### src/rtl/act_throttle_pkg.sv
package act_throttle_pkg;
   typedef enum logic [1:0] {
      LVL_LOW  = 2'd0,
      LVL_MID  = 2'd1,
      LVL_HIGH = 2'd2
   } thr_lvl_e;

   localparam logic [1:0] TEMP_COOL = 2'b00;
endpackage

### src/rtl/act_thr_window.sv
module act_thr_window #(
   parameter int WIN_LEN = 1344,
   localparam int POS_W = $clog2(WIN_LEN)
) (
   input  logic             clk,
   input  logic             rst_n,
   output logic [POS_W-1:0] pos,
   output logic             last
);
   localparam logic [POS_W-1:0] LAST_POS = POS_W'(WIN_LEN - 1);

   assign last = (pos == LAST_POS);

   always_ff @(posedge clk or negedge rst_n) begin
      if (!rst_n)    pos <= '0;
      else if (last) pos <= '0;
      else           pos <= pos + 1'b1;
   end
endmodule

### src/rtl/act_thr_level_sel.sv
module act_thr_level_sel
   import act_throttle_pkg::*;
(
   input  logic [1:0] temp_rng,
   input  logic       gbl_req,
   input  logic       mode_hi,
   input  logic       hunt_en,
   output thr_lvl_e   lvl
);
   always_comb begin
      if (!hunt_en)
         lvl = gbl_req ? LVL_MID : LVL_LOW;
      else if (temp_rng[1] && mode_hi)
         lvl = LVL_HIGH;
      else if (temp_rng != TEMP_COOL || gbl_req)
         lvl = LVL_MID;
      else
         lvl = LVL_LOW;
   end
endmodule

### src/rtl/act_thr_refresh.sv
module act_thr_refresh #(
   parameter int MAX_PEND = 2
) (
   input  logic clk,
   input  logic rst_n,
   input  logic throttled,
   input  logic ref_due,
   input  logic ref_ack,
   output logic ref_req
);
   generate
      if (MAX_PEND == 1) begin : g_flag
         logic pend_q;
         always_ff @(posedge clk or negedge rst_n) begin
            if (!rst_n)                  pend_q <= 1'b0;
            else if (throttled && ref_due) pend_q <= 1'b1;
            else if (ref_req && ref_ack) pend_q <= 1'b0;
         end
         assign ref_req = pend_q && !throttled;
      end else begin : g_count
         localparam int PW = $clog2(MAX_PEND + 1);
         localparam logic [PW-1:0] PMAX = PW'(MAX_PEND);
         logic [PW-1:0] pend_q;
         always_ff @(posedge clk or negedge rst_n) begin
            if (!rst_n)
               pend_q <= '0;
            else if (throttled && ref_due) begin
               if (pend_q != PMAX) pend_q <= pend_q + 1'b1;
            end else if (ref_req && ref_ack)
               pend_q <= pend_q - 1'b1;
         end
         assign ref_req = (pend_q != '0) && !throttled;
      end
   endgenerate
endmodule

### src/rtl/act_throttle.sv
module act_throttle
   import act_throttle_pkg::*;
#(
   parameter int WIN_LEN     = 1344,
   parameter int LIM_W       = 8,
   parameter int UNIT        = 4,
   parameter int CKE_LAT     = 2,
   parameter int CKE_MIN_LOW = 3,
   parameter int CKE_HI_LEAD = 3,
   parameter int MAX_PEND    = 2
) (
   input  logic             clk,
   input  logic             rst_n,
   input  logic             act_strobe,
   input  logic             ref_due,
   input  logic             ref_ack,
   input  logic [1:0]       temp_rng,
   input  logic             gbl_req,
   input  logic             mode_hi,
   input  logic             hunt_en,
   input  logic [LIM_W-1:0] lim_low,
   input  logic [LIM_W-1:0] lim_mid,
   input  logic [LIM_W-1:0] lim_high,
   output logic             act_ok,
   output logic             cke,
   output logic             ref_req,
   output logic [1:0]       stat_lvl,
   output logic             stat_thr,
   output logic             stat_gbl
);
   localparam int POS_W   = $clog2(WIN_LEN);
   localparam int UNIT_SH = $clog2(UNIT);
   localparam int CNT_W   = LIM_W + UNIT_SH;
   localparam int GUARD   = CKE_LAT + CKE_MIN_LOW + CKE_HI_LEAD;

   generate
      if (UNIT != (1 << UNIT_SH)) begin : g_bad_unit
         $error("UNIT must be a power of two");
      end
      if (WIN_LEN <= GUARD + 2) begin : g_bad_win
         $error("WIN_LEN too short for the clock-enable guard");
      end
      if (MAX_PEND < 1) begin : g_bad_pend
         $error("MAX_PEND must be at least 1");
      end
   endgenerate

   logic [POS_W-1:0] win_pos;
   logic             win_last;
   logic [POS_W-1:0] win_rem;
   thr_lvl_e         lvl;
   logic [LIM_W-1:0] sel_lim;
   logic [CNT_W-1:0] limit;
   logic [CNT_W-1:0] act_cnt;
   logic             throttled;
   logic             cke_lo_q;
   logic             gbl_q;

   act_thr_window #(.WIN_LEN(WIN_LEN)) u_win (
      .clk  (clk),
      .rst_n(rst_n),
      .pos  (win_pos),
      .last (win_last)
   );

   act_thr_level_sel u_sel (
      .temp_rng(temp_rng),
      .gbl_req (gbl_req),
      .mode_hi (mode_hi),
      .hunt_en (hunt_en),
      .lvl     (lvl)
   );

   always_comb begin
      unique case (lvl)
         LVL_HIGH: sel_lim = lim_high;
         LVL_MID:  sel_lim = lim_mid;
         default:  sel_lim = lim_low;
      endcase
   end

   assign limit     = CNT_W'(sel_lim) << UNIT_SH;
   assign throttled = (act_cnt >= limit);
   assign act_ok    = !throttled;
   assign win_rem   = POS_W'(WIN_LEN - 1) - win_pos;

   always_ff @(posedge clk or negedge rst_n) begin
      if (!rst_n)                      act_cnt <= '0;
      else if (win_last)               act_cnt <= '0;
      else if (act_strobe && act_ok)   act_cnt <= act_cnt + 1'b1;
   end

   always_ff @(posedge clk or negedge rst_n) begin
      if (!rst_n)          cke_lo_q <= 1'b0;
      else if (!throttled) cke_lo_q <= 1'b0;
      else if (cke_lo_q)   cke_lo_q <= (win_rem > POS_W'(CKE_HI_LEAD));
      else                 cke_lo_q <= (win_rem >= POS_W'(GUARD));
   end

   always_ff @(posedge clk or negedge rst_n) begin
      if (!rst_n) gbl_q <= 1'b0;
      else        gbl_q <= gbl_req;
   end

   act_thr_refresh #(.MAX_PEND(MAX_PEND)) u_ref (
      .clk      (clk),
      .rst_n    (rst_n),
      .throttled(throttled),
      .ref_due  (ref_due),
      .ref_ack  (ref_ack),
      .ref_req  (ref_req)
   );

   assign cke      = !cke_lo_q;
   assign stat_lvl = lvl;
   assign stat_thr = throttled;
   assign stat_gbl = gbl_q;
endmodule

### config.mk
export PLATFORM = sky130hd
export DESIGN_NAME = act_throttle
export DESIGN_NICKNAME = d
export VERILOG_FILES = /design/src/rtl/act_throttle_pkg.sv /design/src/rtl/act_thr_window.sv /design/src/rtl/act_thr_level_sel.sv /design/src/rtl/act_thr_refresh.sv /design/src/rtl/act_throttle.sv
export SDC_FILE = /design/constraint.sdc
export NUM_CORES = 1
export LEC_CHECK = 0
export BUFFER_PORTS_ARGS = -buffer_cell sky130_fd_sc_hd__buf_2
export CORE_MARGIN = 2
export CORE_UTILIZATION = 48
export DETAILED_ROUTE_END_ITERATION = 10
export HOLD_SLACK_MARGIN = 0.12
export PLACE_DENSITY = 0.72
export REMOVE_ABC_BUFFERS = 1
export SYNTH_ARGS = -nofsm -noshare
export SYNTH_HDL_FRONTEND = slang
export SYNTH_HIERARCHICAL = 1
export SYNTH_SLANG_ARGS = --single-unit
### constraint.sdc
create_clock -name clk -period 5.2 [get_ports clk]
set_input_delay 1.04 -clock clk [delete_from_list [all_inputs] [get_ports clk]]
set_output_delay 1.04 -clock clk [all_outputs]
set_load 0.005 [all_outputs]
==> run metrics, run 1 <==
outcome=completed; Ports=slightly above 40; Tmin final=4780 ps; Worst Tran Pin Value=554.7 ps; top cell type by total area after synthesis=dfrtp_1; share of the clock period used by the worst path=between 90% and 100%; GPL Wtd Cong=around 0.85; top post-synthesis cells by area=dfrtp_1 35%, ha_1 10%, a21oi_1 5.3%; residual DRC count=0; RSZ-0062 raised after global routing=false; Final #Nets=291; cts bufs inserted=3; pin count of the biggest net entering global routing=26; WP data arrival=3740 ps; Max VDD drop=160.4 uV; count leader, synth=dfrtp_1; H-tree depth=1; Reg2Reg Setup Slack=2960 ps; CTS clk-pin slew, worst paths=80 ps; final hold vios=0; net switching power=0.1914 mW; Seq/Total Area, Yosys=34.99%; chip width=65.03 um; Pint=0.3643 mW; most used cell, CP=nor2_1; Overflow after GRT=0; clock sink count=25; overall routing resource usage=~17%; Yosys top cell area share=between 30% and 40%; share of post-route cells with drive strength above 1=between 20% and 30%; Final Instance Area=0.002078 mm^2; Post CTS Setup Buffer Count=0; Pwr Total=0.5558 mW; switching portion of total power=34.44%; First-pass DRT Iterations=4; global-route wire length before repair=between 5000 and 6000 um; CP max-delay cell=ha_1; hold buffers post-CTS=0; Slew Limit Fails=0; delay-heaviest family, CP=adder cells; skew final=between 4 and 5 ps; Area Overhead vs Synth=16.23%; sequential share of power=45.8%; Combinational Power Share=about a third; Clock power frac=20.1%; Min-Delay Path Depth=1; Max transition margin=63.02%; Worst setup SP type=primary input; R2R Path Start=act_cnt[7]; Synth cell types=41; R2R cell count=7; Die Area=0.004229 mm^2; Cell Chain, Critical Path=buf_2 > and3_4 > a21oi_1 > inv_1 > ha_1 > nor2_1 > a21oi_1 > ha_1 > a211oi_2 > nor2_1 > nor3_1 > inv_1 > nor2_1 > buf_2; Gate Count Post-Synth=201; final setup violation count=0; drt initial violations=97; Final ANT Viol Nets=0; fillcell total=350; CTS tree=built; DP HPWL=2745 um; Crit Path Category=primary input to primary output; top_reg_cell synth=dfrtp_1; warnings from Yosys=6; Worst Path Max Fanout=16; ys async rst share=100.0%; worst skew pair latency=260 ps; Synth Area per Inst=8.895 um^2; clock root buffer master=clkbuf_8; Post-synth EDFFs=0; initial core utilization=49.21%; Antenna diodes=0; r2r endpoint=u_ref/g_count.pend_q[0]; Critical Path RT=4160 ps; Leak Pwr=0.9261 nW; Post-Syn Area=between 0.0015 and 0.002 mm^2; Power Density=roughly 270 mW/mm^2; total negative setup slack=0 ps; Commonest cells post-synth=25 x dfrtp_1, 19 x a21oi_1, 19 x nor2_1; Total Wirelength=3605 um; worst hold slack=approximately 500 ps; fmax=between 0.2 and 0.25 GHz; vias in the first global route=1339; HP Start=u_win/pos[0]; Crit path largest cell delay=approximately 540 ps; FP Rows=22; maxcap violations=0; Vias/cell=between 5 and 6; antenna violations before repair=0; critical path endpoint category=primary output; routed len/inst=12.47 um; Hold Crit Class=flip-flop to flip-flop; Hold EP=u_win/pos[0]; port bufs=40; DR vias=1616; post-CTS resize count=0; area of placed instances=slightly above 0.002 mm^2; core outline area=roughly 0.0036 mm^2; Synth Register Bits=25; Die Y=65.03 um; critical path buffer and inverter count=4; CTS Buffer Depth=2
## routing by layer
metal	track usage, %	wire length [um]
met2	27.58	1697
met1	23.46	1715
met3	3.819	118
met4	5.729	74
met5	0	0
## power groups by stage
stage          registers, mW  clock network, mW  logic [mW]
2_1_floorplan          0.249                  0       0.132
3_3_place_gp           0.257                  0       0.180
3_5_place_dp           0.258                  0       0.185
4_1_cts                0.254              0.118       0.191
5_1_grt                0.259              0.125       0.220
6_report               0.254              0.112       0.190
## worst max-delay path by stage
stage | start | end | slack (ps) | cells after the start
3_5_place_dp | hunt_en | ref_req | 390 | 14
5_1_grt | hunt_en | ref_req | 100 | 14
2_1_floorplan | hunt_en | ref_req | 680 | 13
4_1_cts | hunt_en | ref_req | 380 | 14
6_report | hunt_en | ref_req | 420 | 14
3_3_place_gp | hunt_en | ref_req | 500 | 14
## cell type report
| class | instances | area [um^2] | area share, % |
|---|---|---|---|
| timing repair buffer | 42 | 215.2 | 10.36 |
| clock buffer | 4 | 45.04 | 2.167 |
| inverter | 16 | 60.06 | 2.890 |
| tap | 48 | 60.06 | 2.890 |
| multi-input combinational | 154 | 1072 | 51.60 |
| sequential | 25 | 625.6 | 30.10 |
## placed cells by master (no fill, tap or decap), types with 2 or more instances in the layout
cell type / n
a21oi_1: 19
a22oi_1: 8
buf_2: 40
buf_4: 2
clkbuf_8: 3
dfrtp_1: 25
ha_1: 15
inv_1: 16
mux2_1: 3
nand2_1: 11
nand2b_1: 2
nand3_1: 6
nand3_2: 3
nand4_1: 3
nor2_1: 19
nor2b_1: 5
nor3_1: 4
nor4_1: 5
o211ai_1: 2
o21ai_0: 13
o31ai_1: 4
or3_1: 5
or4_1: 5
xor2_1: 4
## registers in the layout, indices dropped and copies added, names as in the netlist
| register | count |
|---|---|
| u_win/pos | 11 |
| stat_gbl | 1 |
| cke_lo_q | 1 |
| u_ref/g_count.pend_q | 2 |
| act_cnt | 10 |
## kinds of logic after synthesis
group	synth area share, %
xor+xnor	2.449
mux	3.779
buf+inv	5.039
flops	34.99
compound gates	19.73
simple gates	23.51
fa+ha+maj	10.50
## stage by stage
step           setup WS, ps  cells  utilization [%]
5_1_grt               98.50    289            57.20
3_3_place_gp          495.9    285            55.96
3_5_place_dp          394.0    285            55.96
2_1_floorplan         677.9    195                -
4_1_cts               382.5    289            57.20
6_report              420.2    289            57.20
No activity file was read; power rests on OpenSTA's default activity.
==> inputs of run 2 (changes only) <==
--- a/config.mk
+++ b/config.mk
@@ -11,7 +11,6 @@
 export DETAILED_ROUTE_END_ITERATION = 10
 export HOLD_SLACK_MARGIN = 0.12
 export PLACE_DENSITY = 0.72
-export REMOVE_ABC_BUFFERS = 1
 export SYNTH_ARGS = -nofsm -noshare
 export SYNTH_HDL_FRONTEND = slang
 export SYNTH_HIERARCHICAL = 1
==> run metrics, run 2 (synthesis gave the netlist of run 1 again) <==
max FFs per register=11; clock root buffer master=clkbuf_8; Power Density=between 200 and 300 mW/mm^2; CTS Buffer Depth=2; core outline area=0.003633 mm^2; fmax=0.2155 GHz; Die Area=0.004229 mm^2; total negative setup slack=0 ps; fillcell total=346; FP Rows=22; initial core utilization=between 40% and 50%; Worst Tran Pin Value=around 550 ps; Reg with most FFs=u_win/pos; WP data arrival=3600 ps; residual DRC count=0; chip width=65.03 um; routed len/inst=12.41 um; DP HPWL=2763 um; Largest regs=u_win/pos (11), act_cnt (10), u_ref/g_count.pend_q (2); Multi-input gate area=between 0.001 and 0.0015 mm^2; Post CTS Setup Buffer Count=0; H-tree depth=1; First-pass DRT Iterations=4; Area Overhead vs Synth=16.38%; GRT met3 Usage=approximately 3.1%; Tmin final=4641 ps; post-CTS resize count=0; maxcap violations=0; final hold vios=0; share of the clock period used by the worst path=89.25%; Post-Syn Nets=250; outcome=completed; antenna violations before repair=0; Hold Crit Class=flip-flop to flip-flop; GPL Wtd Cong=0.8071; commonest cells after routing, fill and taps aside=40 x buf_2, 25 x dfrtp_1, 19 x nor2_1, 19 x a21oi_1, 16 x inv_1; DR vias=1610; CTS clk-pin slew, worst paths=about 90 ps; share of post-route cells with drive strength above 1=between 20 and 25%; grt peak-use layer=met2; most common cell after layout, fill and taps aside=buf_2; clock sink count=25; cts bufs inserted=3; Total Wirelength=3586 um; RSZ-0062 raised after global routing=false; Slew Limit Fails=0; Antenna diodes=0; met1 Use GR=a little under a quarter; Vias/cell=~5.6; grt met2 use=a little over a third; vias in the first global route=1510; worst hold slack=502.9 ps; Worst setup SP type=primary input; Crit Path Category=primary input to primary output; Max transition margin=63.39%; skew final=3.963 ps; final setup violation count=0; Leak Pwr=0.9239 nW; Ports=41; worst skew pair latency=roughly 270 ps; Die Y=65.03 um; hold buffers post-CTS=0; Final ANT Viol Nets=0; Critical Path RT=about 4200 ps; drt initial violations=111; Max VDD drop=210.2 uV; Worst Path Max Fanout=16; global-route wire length before repair=roughly 6400 um; register area=625.6 um^2; overall routing resource usage=between 10% and 20%; Pwr Total=~0.56 mW; critical path endpoint category=primary output; Overflow after GRT=0; CTS tree=built; pin count of the biggest net entering global routing=26; Final #Nets=291; port bufs=40
==> run 2: cell count changes in the layout (fill, tap and decap cells not counted) <==
| cell | change |
|---|---|
| ha_1 | -1 |
| ha_2 | +1 |
==> run 2: metrics by stage <==
stage,area (um^2),instances,util [%],worst slack (ps)
floorplan,1788,201,-,443.5
global placement,2033,285,55.96,562.8
detailed placement,2033,285,55.96,432.2
CTS,2078,289,57.20,425.8
global route,2081,289,57.27,107.3
finish,2081,289,57.27,558.8
==> run 2: layout make-up <==
type                            count  share of cell area [%]
Clock buffer                        4                   2.165
Multi-Input combinational cell    154                   51.65
Sequential cell                    25                   30.07
Timing Repair Buffer               42                   10.34
Inverter                           16                   2.886
Tap cell                           48                   2.886
==> run 2: worst max-delay path, stage by stage <==
cell     delay, ps
buf_2          100
and3_4         180
a21oi_1        200
inv_1           70
ha_2           470
nor2_1          80
a21oi_1        130
ha_1           250
o21ai_0        310
nor2_1         170
nor3_1         220
inv_1          160
nor2_1         120
buf_2          110
==> run 2: routing by layer <==
| layer | vias to the layer above | share of wire [%] | wire [um] |
|---|---|---|---|
| met5 | - | 0 | 0 |
| met4 | 0 | 1.4 | 50 |
| met3 | 6 | 3.3 | 117 |
| met2 | 27 | 51 | 1819 |
| met1 | 759 | 45 | 1599 |
| li1 | 818 | - | - |
==> run 2: power by group <==
group          switching [mW]  internal [mW]
Sequential             0.0340          0.221
Clock                  0.0626         0.0548
Combinational          0.0966         0.0868
==> run 2: worst paths after layout <==
| check | endpoint | cells after the start | slack [ps] | start |
|---|---|---|---|---|
| min in group asynchronous | u_win/pos[7] | 1 | 740 | rst_n |
| worst max register to register | u_ref/g_count.pend_q[0] | 7 | 2990 | act_cnt[7] |
| worst min-delay path | u_win/pos[0] | 1 | 500 | u_win/pos[0] |
| worst max-delay path | ref_req | 14 | 560 | hunt_en |
| worst min register to register | u_win/pos[0] | 1 | 500 | u_win/pos[0] |
| max in group asynchronous | act_cnt[1] | 1 | 4090 | rst_n |
